==> src/rtl/ppd_pkg.sv <==
package ppd_pkg;
  localparam int unsigned PIX_W = 4;   // widest pixel
  localparam int unsigned RGB_W = 3;

  typedef enum logic [1:0] {DEPTH_1, DEPTH_2, DEPTH_4} depth_e;
  typedef enum logic [1:0] {SCALE_1, SCALE_2, SCALE_4} scale_e;

  function automatic depth_e decode_depth(input logic [2:0] code);
    case (code)
      3'd2:    return DEPTH_2;
      3'd4:    return DEPTH_4;
      default: return DEPTH_1;
    endcase
  endfunction

  function automatic scale_e decode_scale(input logic [2:0] code);
    case (code)
      3'd2:    return SCALE_2;
      3'd4:    return SCALE_4;
      default: return SCALE_1;
    endcase
  endfunction
endpackage

==> src/rtl/ppd_unpack.sv <==
module ppd_unpack
  import ppd_pkg::*;
#(
  parameter int unsigned DATA_W = 8
) (
  input  logic [DATA_W-1:0] planar_i,
  input  depth_e            depth_i,
  output logic [DATA_W-1:0] packed_o
);
  localparam int unsigned N2 = DATA_W / 2;
  localparam int unsigned N4 = DATA_W / 4;

  logic [DATA_W-1:0] pk2, pk4;

  // pixel k, bit j: plane (d-1-j) sits n bits below its neighbour
  for (genvar k = 0; k < N2; k++) begin : g_d2
    for (genvar j = 0; j < 2; j++) begin : g_bit
      assign pk2[DATA_W-1-(k*2+(1-j))] = planar_i[DATA_W-1-k-(1-j)*N2];
    end
  end

  for (genvar k = 0; k < N4; k++) begin : g_d4
    for (genvar j = 0; j < 4; j++) begin : g_bit
      assign pk4[DATA_W-1-(k*4+(3-j))] = planar_i[DATA_W-1-k-(3-j)*N4];
    end
  end

  always_comb begin
    case (depth_i)
      DEPTH_2: packed_o = pk2;
      DEPTH_4: packed_o = pk4;
      default: packed_o = planar_i;
    endcase
  end
endmodule

==> src/rtl/ppd_pace.sv <==
module ppd_pace
  import ppd_pkg::*;
#(
  parameter int unsigned PHASE_W = 8
) (
  input  logic [PHASE_W-1:0] phase_i,
  input  scale_e             scale_i,
  output logic               adv_o
);
  logic [PHASE_W-1:0] mask2, mask4;

  for (genvar i = 0; i < PHASE_W; i++) begin : g_mask
    assign mask2[i] = ((i % 2) == 0);
    assign mask4[i] = ((i % 4) == 0);
  end

  always_comb begin
    case (scale_i)
      SCALE_2: adv_o = |(phase_i & mask2);
      SCALE_4: adv_o = |(phase_i & mask4);
      default: adv_o = 1'b1;
    endcase
  end
endmodule

==> src/rtl/ppd_shift.sv <==
module ppd_shift
  import ppd_pkg::*;
#(
  parameter int unsigned DATA_W = 8
) (
  input  logic              clk_i,
  input  logic              rst_ni,
  input  logic              load_i,
  input  logic [DATA_W-1:0] packed_i,
  input  depth_e            depth_i,
  input  logic              adv_i,
  output logic [PIX_W-1:0]  pix_o,
  output logic [DATA_W-1:0] tag_o
);
  localparam logic [DATA_W-1:0] TAG_INIT = {{(DATA_W-1){1'b0}}, 1'b1};

  logic [DATA_W-1:0] data_q, data_nx, tag_q, tag_nx;
  depth_e            depth_q;

  always_comb begin
    case (depth_q)
      DEPTH_2: begin
        data_nx = {data_q[DATA_W-3:0], data_q[DATA_W-1 -: 2]};
        tag_nx  = {tag_q[DATA_W-3:0], 2'b00};
      end
      DEPTH_4: begin
        data_nx = {data_q[DATA_W-5:0], data_q[DATA_W-1 -: 4]};
        tag_nx  = {tag_q[DATA_W-5:0], 4'b0000};
      end
      default: begin
        data_nx = {data_q[DATA_W-2:0], data_q[DATA_W-1]};
        tag_nx  = {tag_q[DATA_W-2:0], 1'b0};
      end
    endcase
  end

  always_ff @(posedge clk_i or negedge rst_ni) begin
    if (!rst_ni) begin
      data_q  <= '0;
      tag_q   <= '0;
      depth_q <= DEPTH_1;
    end else if (load_i) begin
      data_q  <= packed_i;
      tag_q   <= TAG_INIT;
      depth_q <= depth_i;
    end else if (adv_i && (|tag_q)) begin
      data_q  <= data_nx;
      tag_q   <= tag_nx;
    end
  end

  always_comb begin
    case (depth_q)
      DEPTH_2: pix_o = {2'b00, data_q[DATA_W-1 -: 2]};
      DEPTH_4: pix_o = data_q[DATA_W-1 -: 4];
      default: pix_o = {3'b000, data_q[DATA_W-1]};
    endcase
  end

  assign tag_o = tag_q;
endmodule

==> src/rtl/ppd_palette.sv <==
module ppd_palette
  import ppd_pkg::*;
#(
  parameter int unsigned PAL_N = 16
) (
  input  logic [PIX_W-1:0] pix_i,
  input  logic             active_i,
  output logic [RGB_W-1:0] rgb_o
);
  logic [RGB_W-1:0] tbl [PAL_N];

  for (genvar i = 0; i < PAL_N; i++) begin : g_ent
    localparam logic [2:0] C = 3'(i % 8);
    assign tbl[i] = {C[0], C[1], C[2]};
  end

  assign rgb_o = active_i ? tbl[pix_i] : '0;
endmodule

==> src/rtl/ppd_serializer.sv <==
module ppd_serializer
  import ppd_pkg::*;
#(
  parameter int unsigned DATA_W  = 8,
  parameter int unsigned PHASE_W = 8,
  parameter int unsigned PAL_N   = 16
) (
  input  logic               clk_i,
  input  logic               rst_ni,
  input  logic               load_i,
  input  logic [DATA_W-1:0]  byte_i,
  input  logic [2:0]         depth_i,
  input  logic [2:0]         scale_i,
  input  logic [PHASE_W-1:0] phase_i,
  output logic [RGB_W-1:0]   rgb_o
);
  depth_e            depth_sel;
  scale_e            scale_sel;
  logic [DATA_W-1:0] packed_w, tag_w;
  logic [PIX_W-1:0]  pix_w;
  logic              adv_w;

  assign depth_sel = decode_depth(depth_i);
  assign scale_sel = decode_scale(scale_i);

  ppd_unpack #(.DATA_W(DATA_W)) i_unpack (
    .planar_i (byte_i),
    .depth_i  (depth_sel),
    .packed_o (packed_w)
  );

  ppd_pace #(.PHASE_W(PHASE_W)) i_pace (
    .phase_i (phase_i),
    .scale_i (scale_sel),
    .adv_o   (adv_w)
  );

  ppd_shift #(.DATA_W(DATA_W)) i_shift (
    .clk_i    (clk_i),
    .rst_ni   (rst_ni),
    .load_i   (load_i),
    .packed_i (packed_w),
    .depth_i  (depth_sel),
    .adv_i    (adv_w),
    .pix_o    (pix_w),
    .tag_o    (tag_w)
  );

  ppd_palette #(.PAL_N(PAL_N)) i_palette (
    .pix_i    (pix_w),
    .active_i (|tag_w),
    .rgb_o    (rgb_o)
  );
endmodule

==> config.mk <==
export PLATFORM = sky130hd
export DESIGN_NAME = ppd_serializer
export DESIGN_NICKNAME = d
export VERILOG_FILES = /design/src/rtl/ppd_pkg.sv /design/src/rtl/ppd_unpack.sv /design/src/rtl/ppd_pace.sv /design/src/rtl/ppd_shift.sv /design/src/rtl/ppd_palette.sv /design/src/rtl/ppd_serializer.sv
export SDC_FILE = /design/constraint.sdc
export NUM_CORES = 1
export LEC_CHECK = 0
export BUFFER_PORTS_ARGS = -buffer_cell sky130_fd_sc_hd__buf_4
export CAP_MARGIN = 25
export CORE_AREA = 2 2 107 57
export DETAILED_ROUTE_END_ITERATION = 8
export DIE_AREA = 0 0 109 59
export SETUP_SLACK_MARGIN = 0.1
export SKIP_LAST_GASP = 1
export SYNTH_ARGS = -nofsm -noshare
export SYNTH_HDL_FRONTEND = slang
export SYNTH_SLANG_ARGS = --single-unit
==> constraint.sdc <==
create_clock -name clk_i -period 2.6 [get_ports clk_i]
set_clock_uncertainty 0.2 [all_clocks]
set_input_delay 0.26 -clock clk_i [delete_from_list [all_inputs] [get_ports clk_i]]
set_output_delay 0.26 -clock clk_i [all_outputs]
set_load 0.01 [all_outputs]
==> out/qor.yml <==
logic_synthesis:
  syn-num-nets: 196
  yosysTopAreaCellShare: 0.335
  synth-compound-area-share: 0.340
  synth_area_um2: 1350
  yosys-top-cells-area: "dfrtp_1, nand2_1, a22oi_1"
  yosysSeqAreaShare: 0.335
  ys_ff_latch: 18
  synthArstFlopShare: 1.00
  synth_top_family_by_area: "compound AO/OA/AOI/OAI gates"
  synthTopCellsByCount: "nand2_1, dfrtp_1, o21ai_0"
  syn_inst: 169
  synthSimpleGateAreaFrac: 0.233
  synth.area.mux_share: 0
  yosysTopAreaCell: "dfrtp_1"
  synth_warnings: 0
  ys.flop_type: "dfrtp_1"
  yosys.area_share.adder: 0.0186
  yosys.area_share.xor_xnor: 0
  syn_avg_cell_area_um2: 7.96
  yosysMostFrequentCell: "nand2_1"
  synth.distinct_cells: 31
  synth-edff-count: 0
timing:
  slew_headroom: 0.537
  period_needed_ps: 2310
  rsz0062_at_grt: "false"
  tns_ps: 0
  finalHoldViolations: 0
  min_period_over_period: 0.887
  tightest_slew_ps: 690
  drv_slew: 0
  setup_viol: 0
  setup_slack_ps: 294
  max_freq_mhz: 434
die:
  die_area_um2: 6430
  die_h_um: 59
  initial_core_util: 0.249
  core_um2: 5400
  boundaryPins: 28
  dieWidth_um: 109
  rows: 19
final_layout:
  nets: 212
  final_util: 0.299
  layout.cells.non_filler: 257
  stdcell_area_um2: 1610
  drive_gt1_frac: 0.163
  diodes: 0
  syn_to_final_growth_pct: 19.9
setup_path:
  crit_start: "i_shift.depth_q[0]"
  cp.arrival_ps: 1850
  rr_worst_depth: 5
  cp.required_ps: 2140
  critical_path.endpoint_type: "primary output"
  reg2reg_from: "i_shift.depth_q[0]"
  path_class: "flop to primary output"
  start_kind: "flop"
  crit-reg2reg-capture: "i_shift.data_q[5]"
  reg2reg_slack_ps: 480
  critical_path.endpoint: "rgb_o[0]"
  path_max_fanout: 23
clock_tree:
  clkSinkCount: 18
  cts_buffer_depth: 2
  clk_latency_ps: 260
  clk_pin_slew_worst_paths_ps: 70
  tritoncts: "built"
  htreeDepth: 1
  root_buffer: "clkbuf_8"
  cts_buffers: 3
  post_cts_buffers: 0
global_routing:
  track_usage: 0.120
  grt_max_degree: 33
  antenna_found_initial: 0
  grt_pass1_wl_mm: 6.25
  grt-ovfl-total: 0
  grt_pass1_vias: 1397
power_and_ir_drop:
  power.leakage_uw: 0.000622
  p_per_area_nw_per_um2: 519
  peakVddDrop_uv: 172
job:
  cap_violations: 0
place:
  dpl.cell_count: 252
  dpl_worst_slack_ps: 515
  dpl_cell_area_um2: 1550
  numPortBuffers: 23
  dp_hpwl_mm: 2.52
  gp_congestion: 0.760
route:
  first_iter_violations: 40
  avgRoutedWirePerCell_um: 13.8
  routed_wl_mm: 3.55
  drc: 0
  drt-pass1-iter-count: 4
  vias_per_cell: 5.39
  vias: 1384
  ant_nets: 0
outcome:
  status: "complete, no violations"
min_path:
  hold_class: "input port to flop"
-- cells by family (layout without fill, tap and decap cells) --
family | after synthesis | in the layout
adders and majority gates | 2 | 2
DFF | 18 | 18
and+or+nand+nor | 63 | 63
buffers and inverters | 22 | 37
AOI/OAI and AO/OA | 64 | 64
-- how the worst min path moves through the flow --
stage,start,endpoint,slack (ps),cells past startpoint
after global placement,rst_ni,i_shift.data_q[6],-60,1
final,byte_i[0],i_shift.data_q[0],40,3
after CTS,byte_i[0],i_shift.data_q[0],30,3
after detailed placement,rst_ni,i_shift.data_q[6],-50,1
after floorplan,rst_ni,i_shift.data_q[0],-240,0
after global routing,byte_i[0],i_shift.data_q[0],60,3
-- cell type report --
class | instances | area (um^2)
Fill cell | 574 | 3780
Sequential cell | 18 | 450
Tap cell | 73 | 91.3
Multi-Input combinational cell | 129 | 796
Clock buffer | 4 | 55.1
Inverter | 8 | 30.0
Timing Repair Buffer | 25 | 190
-- what timing repair did --
item	CTS	global route
hold buffers	1	0
resized for setup	0	0
endpoints found under the hold margin	18	0
-- where the power goes --
part	switching [uW]	internal, uW
sequential	44.8	316
clock	99.9	135
combinational	134	107
-- worst max-delay path: stages, from the launching register on --
cell,delay [ps]
dfrtp_1,350
inv_1,60
ha_1,540
buf_4,280
nor3_1,210
buf_4,160
-- stage by stage --
stage | hold slack (ps) | power, uW
CTS | 30.0 | 846
finish | 35.5 | 836
global placement | -57.7 | 600
global route | 62.2 | 894
detailed placement | -53.5 | 604
floorplan | -236 | 522
-- cells in the final DEF (no fill, tap or decap), types with 2 or more instances in the layout --
cell | synthesis | final
o21a_1 | 2 | 2
inv_1 | 8 | 8
nor3_1 | 3 | 3
o211ai_1 | 7 | 7
nor2_1 | 4 | 4
or4_1 | 5 | 5
nand3b_1 | 2 | 2
nand3_1 | 8 | 8
nor2b_1 | 2 | 2
clkbuf_8 | 0 | 4
nand2_1 | 30 | 30
o311ai_1 | 2 | 2
o2111ai_1 | 2 | 2
buf_4 | 0 | 24
and2_1 | 2 | 2
nor4_1 | 2 | 2
dfrtp_1 | 18 | 18
o21ai_0 | 13 | 13
a21oi_1 | 8 | 8
a22oi_1 | 12 | 12
a221oi_1 | 10 | 10
a311oi_1 | 2 | 2
ha_1 | 2 | 2
o311a_1 | 5 | 5
nand4_1 | 2 | 2
-- layer usage --
| metal | track usage | wire [um] |
|---|---|---|
| met5 | 0 | 0 |
| met4 | 0.0421 | 68 |
| met3 | 0.0242 | 129 |
| met2 | 0.216 | 1700 |
| met1 | 0.147 | 1650 |
-- flip-flops by register name, indices dropped and copies added (netlist names) --
signal           flops
i_shift.tag_o        8
i_shift.depth_q      2
i_shift.data_q       8
No activity file was read; power rests on OpenSTA's default activity.
